### src/rtl/lpm_pkg.sv
package lpm_pkg;

  localparam int SEL_W  = 2;
  localparam int MODE_W = 2;

  typedef enum logic [MODE_W-1:0] {
    PM_RUN  = 2'b00,
    PM_WAIT = 2'b01,
    PM_DOZE = 2'b10,
    PM_STOP = 2'b11
  } pm_mode_e;

  // Map a selector value onto the sleep state it requests; 11 folds to wait.
  function automatic pm_mode_e sel_to_mode(input logic [SEL_W-1:0] sel);
    pm_mode_e m;
    case (sel)
      2'b01:   m = PM_DOZE;
      2'b10:   m = PM_STOP;
      default: m = PM_WAIT;
    endcase
    return m;
  endfunction

endpackage

### src/rtl/lpm_sel_reg.sv
module lpm_sel_reg
  import lpm_pkg::*;
(
  input  logic             clk,
  input  logic             rst_n,
  input  logic             we,
  input  logic [SEL_W-1:0] wdata,
  output logic [SEL_W-1:0] sel_q
);

  always_ff @(posedge clk or negedge rst_n) begin
    if (!rst_n)  sel_q <= '0;
    else if (we) sel_q <= wdata;
  end

endmodule

### src/rtl/lpm_wake_merge.sv
module lpm_wake_merge #(
  parameter int N_INT = 4,
  parameter int N_EXT = 2
) (
  input  logic [N_INT-1:0] irq_int,
  input  logic [N_EXT-1:0] irq_ext,
  output logic             wake_any,
  output logic             wake_ext
);

  logic [N_EXT:0] ext_chain;
  assign ext_chain[0] = 1'b0;

  // Ripple OR written out per line so a wide external vector keeps a regular shape.
  for (genvar g = 0; g < N_EXT; g++) begin : g_ext
    assign ext_chain[g+1] = ext_chain[g] | irq_ext[g];
  end

  assign wake_ext = ext_chain[N_EXT];
  assign wake_any = wake_ext | (|irq_int);

endmodule

### src/rtl/lpm_mode_fsm.sv
module lpm_mode_fsm
  import lpm_pkg::*;
(
  input  logic             clk,
  input  logic             rst_n,
  input  logic             stop_cmd,
  input  logic [SEL_W-1:0] sel_q,
  input  logic             wake_any,
  input  logic             wake_ext,
  output pm_mode_e         mode_q
);

  pm_mode_e mode_d;

  always_comb begin
    mode_d = mode_q;
    unique case (mode_q)
      PM_RUN:  if (stop_cmd) mode_d = sel_to_mode(sel_q);
      PM_WAIT,
      PM_DOZE: if (wake_any) mode_d = PM_RUN;
      PM_STOP: if (wake_ext) mode_d = PM_RUN;
      default: mode_d = PM_RUN;
    endcase
  end

  always_ff @(posedge clk or negedge rst_n) begin
    if (!rst_n) mode_q <= PM_RUN;
    else        mode_q <= mode_d;
  end

  AST_ENTER_SEL: assert property (@(posedge clk) disable iff (!rst_n)
    (mode_q == PM_RUN && stop_cmd) |=> (mode_q == sel_to_mode($past(sel_q))));

  AST_LIGHT_WAKE: assert property (@(posedge clk) disable iff (!rst_n)
    ((mode_q == PM_WAIT || mode_q == PM_DOZE) && wake_any) |=> (mode_q == PM_RUN));

  AST_STOP_HOLD: assert property (@(posedge clk) disable iff (!rst_n)
    (mode_q == PM_STOP && !wake_ext) |=> (mode_q == PM_STOP));

  AST_STOP_EXIT: assert property (@(posedge clk) disable iff (!rst_n)
    (mode_q == PM_STOP && wake_ext) |=> (mode_q == PM_RUN));

  AST_RUN_HOLD: assert property (@(posedge clk) disable iff (!rst_n)
    (mode_q == PM_RUN && !stop_cmd) |=> (mode_q == PM_RUN));

endmodule

### src/rtl/lpm_clk_gate.sv
module lpm_clk_gate
  import lpm_pkg::*;
(
  input  pm_mode_e mode_q,
  output logic     cpu_en,
  output logic     grp_a_en,
  output logic     grp_b_en
);

  always_comb begin
    cpu_en   = 1'b0;
    grp_a_en = 1'b0;
    grp_b_en = 1'b0;
    unique case (mode_q)
      PM_RUN:  begin cpu_en = 1'b1; grp_a_en = 1'b1; grp_b_en = 1'b1; end
      PM_WAIT: begin grp_a_en = 1'b1; grp_b_en = 1'b1; end
      PM_DOZE: grp_b_en = 1'b1;
      default: ;
    endcase
  end

endmodule

### src/rtl/lpm_ctrl.sv
module lpm_ctrl
  import lpm_pkg::*;
#(
  parameter int N_INT = 4,
  parameter int N_EXT = 2
) (
  input  logic              clk,
  input  logic              rst_n,
  input  logic              sel_we,
  input  logic [SEL_W-1:0]  sel_wdata,
  input  logic              stop_cmd,
  input  logic [N_INT-1:0]  irq_int,
  input  logic [N_EXT-1:0]  irq_ext,
  output logic              cpu_clk_en,
  output logic              grp_a_clk_en,
  output logic              grp_b_clk_en,
  output logic [MODE_W-1:0] mode
);

  logic [SEL_W-1:0] sel_q;
  logic             wake_any;
  logic             wake_ext;
  pm_mode_e         mode_q;

  lpm_sel_reg u_sel (
    .clk   (clk),
    .rst_n (rst_n),
    .we    (sel_we),
    .wdata (sel_wdata),
    .sel_q (sel_q)
  );

  lpm_wake_merge #(.N_INT(N_INT), .N_EXT(N_EXT)) u_wake (
    .irq_int  (irq_int),
    .irq_ext  (irq_ext),
    .wake_any (wake_any),
    .wake_ext (wake_ext)
  );

  lpm_mode_fsm u_fsm (
    .clk      (clk),
    .rst_n    (rst_n),
    .stop_cmd (stop_cmd),
    .sel_q    (sel_q),
    .wake_any (wake_any),
    .wake_ext (wake_ext),
    .mode_q   (mode_q)
  );

  lpm_clk_gate u_gate (
    .mode_q   (mode_q),
    .cpu_en   (cpu_clk_en),
    .grp_a_en (grp_a_clk_en),
    .grp_b_en (grp_b_clk_en)
  );

  assign mode = mode_q;

  AST_CPU_RESUME: assert property (@(posedge clk) disable iff (!rst_n)
    $rose(cpu_clk_en) |-> $past((|irq_int) || (|irq_ext)));

  AST_STOP_DARK: assert property (@(posedge clk) disable iff (!rst_n)
    ($past(mode_q) == PM_STOP && !(|$past(irq_ext))) |-> !grp_b_clk_en);

endmodule

### config.mk
export PLATFORM = sky130hd
export DESIGN_NAME = lpm_ctrl
export DESIGN_NICKNAME = d
export VERILOG_FILES = /design/src/rtl/lpm_pkg.sv /design/src/rtl/lpm_sel_reg.sv /design/src/rtl/lpm_wake_merge.sv /design/src/rtl/lpm_mode_fsm.sv /design/src/rtl/lpm_clk_gate.sv /design/src/rtl/lpm_ctrl.sv
export SDC_FILE = /design/constraint.sdc
export NUM_CORES = 1
export LEC_CHECK = 0
export BUFFER_PORTS_ARGS = -buffer_cell sky130_fd_sc_hd__clkbuf_2
export CAP_MARGIN = 20
export CORE_AREA = 8 8 45 47
export CTS_BUF_LIST = sky130_fd_sc_hd__clkbuf_8 sky130_fd_sc_hd__clkbuf_16
export CTS_CLUSTER_SIZE = 8
export DETAILED_ROUTE_END_ITERATION = 7
export DIE_AREA = 0 0 53 55
export HOLD_SLACK_MARGIN = 0.1
export SETUP_SLACK_MARGIN = 0.1
export SKIP_CTS_REPAIR_TIMING = 1
export SYNTH_ARGS = -nofsm -noshare
export SYNTH_HDL_FRONTEND = slang
export SYNTH_SLANG_ARGS = --single-unit
### constraint.sdc
create_clock -name clk -period 1.3 [get_ports clk]
set_clock_uncertainty 0.15 [all_clocks]
set_input_delay 0.065 -clock clk [delete_from_list [all_inputs] [get_ports clk]]
set_output_delay 0.065 -clock clk [all_outputs]
set_load 0.01 [all_outputs]
== Word level (Yosys, flattened, before mapping) ==
Index checks and enable logic that the tools add are counted.
Cells by class
  equality and inequality tests: 8
  multiplexer cells: 8
  bitwise logic cells: 2
  reductions and logical operators: 6
Operator list (number)
  $eq 2x2->1 const B: 3
  $mux 2: 3
  $pmux 2 s3: 1
  $eq 2x1->1 const B: 2
  $ne 2x2->1 const B: 2
  $pmux 2 s2: 1
  $reduce_or 2->1: 2
  $reduce_or 4->1: 1
  $mux 1: 3
  $reduce_and 3->1: 1
  $reduce_or 3->1: 1
  $logic_not 2->1: 1
  $ne 2x1->1 const B: 1
  $or 1x1->1: 2
Word-level totals
  bits in registers: 4
  output and inout port bits: 5
  word-level logic and storage cells: 26

== Depth between registers and ports, before layout ==
  word-level depth: 4
  gate-level depth with buffers: 6
  depth with buffers taken out: 6

== Modules after synthesis ==
A second synthesis with hierarchy kept.
Second synthesis, totals
  cell total of the unflattened synthesis: 27
  area, all modules: 269.0 sq um
By module, submodules not included
  lpm_mode_fsm: times used 1, cells each 17, area each 166.4 sq um, sequential area each 50.0 sq um
  lpm_sel_reg: times used 1, cells each 4, area each 72.6 sq um, sequential area each 50.0 sq um
  lpm_wake_merge: times used 1, cells each 3, area each 18.8 sq um, sequential area each 0.0 sq um
  lpm_clk_gate: times used 1, cells each 3, area each 11.3 sq um, sequential area each 0.0 sq um

== Least setup slack after synthesis ==
OpenSTA, ideal clock, no wires.
  path kind: register to register
  start point: reg u_fsm.mode_q[0]
  end point: reg u_fsm.mode_q[0]
  arrival time: 1317 ps
  path slack: -246 ps
  stages on the path, launching flop included: 7
  buffers on the path: 0
  period minus slack after synthesis: 1546 ps
  cells stage by stage: dfrtp_1 inv_1 ha_1 nor4b_2 nand2_1 o311ai_2 mux2i_1
Between the ends
  word-level cells in the longest chain between the ends: 4
Ends and longest elaborated chain
  start, declared: line lpm_mode_fsm.sv:10  | output pm_mode_e mode_q
  start signal, assigned: line lpm_mode_fsm.sv:28  | else mode_q <= mode_d;
  $eq 2x1->1 / $eq 2x2->1 (equally long branches): line lpm_mode_fsm.sv:17  | unique case (mode_q)
  $reduce_or 2->1: line lpm_mode_fsm.sv:17
  $ne 2x1->1 (no source line)
  $reduce_and 3->1 (no source line)
Parallel ways exist; a longest one is shown, timed or not.
A chain may end at the register's enable or synchronous reset.

== Worst setup path in the final report ==
  start point: reg u_fsm.mode_q[0]
  end point: out grp_a_clk_en
Between the ends
  word-level cells in the longest chain between the ends: 3
Ends and longest elaborated chain
  $eq 2x1->1 / $logic_not 2->1 (equally long branches): line lpm_clk_gate.sv:14  | unique case (mode_q)
  $reduce_or 2->1 (no source line) *
  $mux 1 *: line lpm_clk_gate.sv:14
  end, declared: line lpm_ctrl.sv:15  | output logic grp_a_clk_en,
Mark *: on every way between the ends. The rest lies on a longest branch, timed or not.

==> impl_results.md <==
* Rel. slew slack at 0.818
* Status: finished, violations left
* Area grow syn2layout at 109%
* CP Class: reg2out
* Cell Rows at 14
* Global routing usage on met2 at 0.0977
* Slew @ Worst Pin at 0.273 ns
* WL/cell at approximately 11 µm
* Initial Util at 0.204
* Final Hold Viols at 0
* Worst Setup Slack, final at -0.219 ns
* Aggregate global-route resource usage at 0.0586
* IO Port Bufs at 16
* Combinational power share at 0.606
* I/O pins at 17
* Clock-pin slew on the worst setup and hold paths at around 0.030 ns
* Synthesized cell area at 283 µm²
* DRT Pass-1 Iters at 4
* Maximum VDD drop at about 830 µV
* Fin crit period at approximately 1.5 ns
* Placed inst area at around 430 µm²
* Root Buffer: clkbuf_8
* Die H at 55 µm
* Layout Nets at 75
* TritonCTS buffer count at 3
* Max Root-Sink Buffers at 2
* Post-synthesis instance total at 26
* Die ar. at 0.00292 mm²
* Vias in the first global route at 337
* Grt met1 use at 0.0536
* Core Box Area at 0.00138 mm²
* Max FO, Critical Path at 3
* Sequential power share at 0.163
* Int Pwr at around 750 µW
* Post-route ant nets at 0
* Vias per inst at a little under 4
* Failing checks: negative setup slack
* Post-synth top area cell: dfrtp_1
* Critical Path AT at about 1.3 ns
* H-tree depth at 1
* Worst min-delay path class: in2reg
* PwrDens at around 1900 mW/mm²
* Ys Warns at 0
* LEAKAGE at between 0.0002 and 0.0003 µW
* Chip Width at 53 µm
* Number of inserted diodes at 0
* Top post-synthesis cells by area: dfrtp_1, ha_1, mux2i_1
* Largest net degree at the start of global routing at 5
* Max-Cap Viols at 0
* Crit path launch type: flip-flop
* CP Capture Type: output pin
* Clk network pwr share at 0.231
* # DRC at 0
* Gpl congestion at roughly 0.67
* Final HPWL DP at 586 µm
* Fin crit share at 1.17
* Unique masters post-synth at 12
* Switch Pwr at 362 µW
* Post-synthesis sequential area ratio at 0.354
* Detailed-route wire length at approximately 800 µm
* CTS tree: done
* Mapped Avg Cell Area at ~11 µm²
* Top cell type's share of synthesized area at 0.354
* Maximum clock rate at around 0.66 GHz
* Top Usage Layer GRT: met2
* Register bit total from synthesis at 4
* Worst endpoint required time at between 1 and 1.5 ns
* RSZ-0062 raised after global routing: true
* Share of layout cells above drive strength 1 at 0.625
* Mapped Nets at between 40 and 50
* First-pass GRT wire length at 1.21 mm
* Clk sinks at 4
* Hold slack final at roughly 0.13 ns
* Met3 usage at 0.0187
* Sw frac at 0.324
* Remaining Overflow, GRT at 0
* Drt first-iter violations at 5
* Worst-Skew Late Latency at between 0.2 and 0.25 ns
* Final instance area at roughly 590 µm²
* Slew Viols, Final at 0
* Final setup fails at 4
* Vias at around 290
* Antenna violations before repair at 0
-- placed cells by master (no fill, tap or decap), drive strengths merged --
| cell | netlist | final |
|---|---|---|
| o21ai | 1 | 1 |
| mux2i | 2 | 2 |
| dlygate4sd3 | 0 | 5 |
| or2 | 1 | 1 |
| o311ai | 1 | 1 |
| nand2b | 3 | 3 |
| nor4b | 1 | 1 |
| buf | 0 | 10 |
| dfrtp | 4 | 4 |
| ha | 5 | 5 |
| nand2 | 2 | 2 |
| inv | 4 | 4 |
| clkbuf | 0 | 15 |
| mux2 | 1 | 1 |
| nor3 | 1 | 1 |
-- registers in the layout (all words and copies together) (netlist names) --
name          cells
u_fsm.mode_q      2
u_sel.sel_q       2
-- power groups by stage --
stage	Clock, µW	Sequential [µW]	Combinational (µW)
after floorplan	0	202	230
after global placement	0	179	468
after detailed placement	0	181	481
after CTS	272	180	482
after global routing	277	184	745
final	258	182	676
-- synthesized netlist by cell type --
master	number
ha_1	5
dfrtp_1	4
inv_1	4
nand2b_1	3
mux2i_1	2
nand2_1	2
mux2_2	1
nor3_1	1
nor4b_2	1
o21ai_0	1
o311ai_2	1
or2_2	1
-- through the flow --
stage	setup WS, ns	util	TNS, ns	std cells	power (µW)
CTS	-0.291	0.341	-0.935	66	934
global route	-0.303	0.428	-1.14	72	1210
floorplan	-0.217	-	-0.434	26	431
detailed placement	-0.215	0.311	-0.480	63	662
finish	-0.219	0.428	-0.825	72	1120
global placement	-0.170	0.311	-0.364	63	647
-- critical path, cell delays in order, from the launching register on --
cell and delay [ns]:
dfrtp_1 0.37, inv_2 0.06, buf_4 0.15, ha_4 0.16
or2_4 0.24, buf_6 0.12
-- logic make-up after synthesis --
family,count (synthesis),synth area share
DFF,4,0.354
and+or+nand+nor,8,0.186
adders and majority gates,5,0.221
buffers and inverters,4,0.0531
muxes,3,0.111
AOI/OAI and AO/OA,2,0.0752
-- worst paths after layout --
kind                                                   from                          end  slack, ns  depth (start not counted)
worst max-delay path            u_fsm.mode_q[0]$_DFFE_PN0P_                 grp_a_clk_en      -0.22                          5
worst max register to register  u_fsm.mode_q[0]$_DFFE_PN0P_  u_fsm.mode_q[0]$_DFFE_PN0P_      -0.21                          6
worst min-delay path                             irq_ext[0]  u_fsm.mode_q[1]$_DFFE_PN0P_       0.13                          3
worst min register to register   u_sel.sel_q[0]$_DFFE_PN0P_   u_sel.sel_q[0]$_DFFE_PN0P_       0.37                          1
min in group asynchronous                             rst_n   u_sel.sel_q[0]$_DFFE_PN0P_       0.59                          3
max in group asynchronous                             rst_n  u_fsm.mode_q[1]$_DFFE_PN0P_       0.24                          3
-- metal layers --
layer / up-vias / part of all wire
met5: - / 0
met4: 0 / 0.0073
met1: 127 / 0.31
met2: 9 / 0.57
met3: 2 / 0.11
li1: 147 / -
-- area by class of cell --
class                   count  area (µm²)
multi-input cells          18         216
repair buffers             27         199
fillers                   137         792
clock buffers               3        41.3
flip-flops and latches      4         100
well taps                  16        20.0
inverters                   4        15.0
No activity file was read; power rests on OpenSTA's default activity.
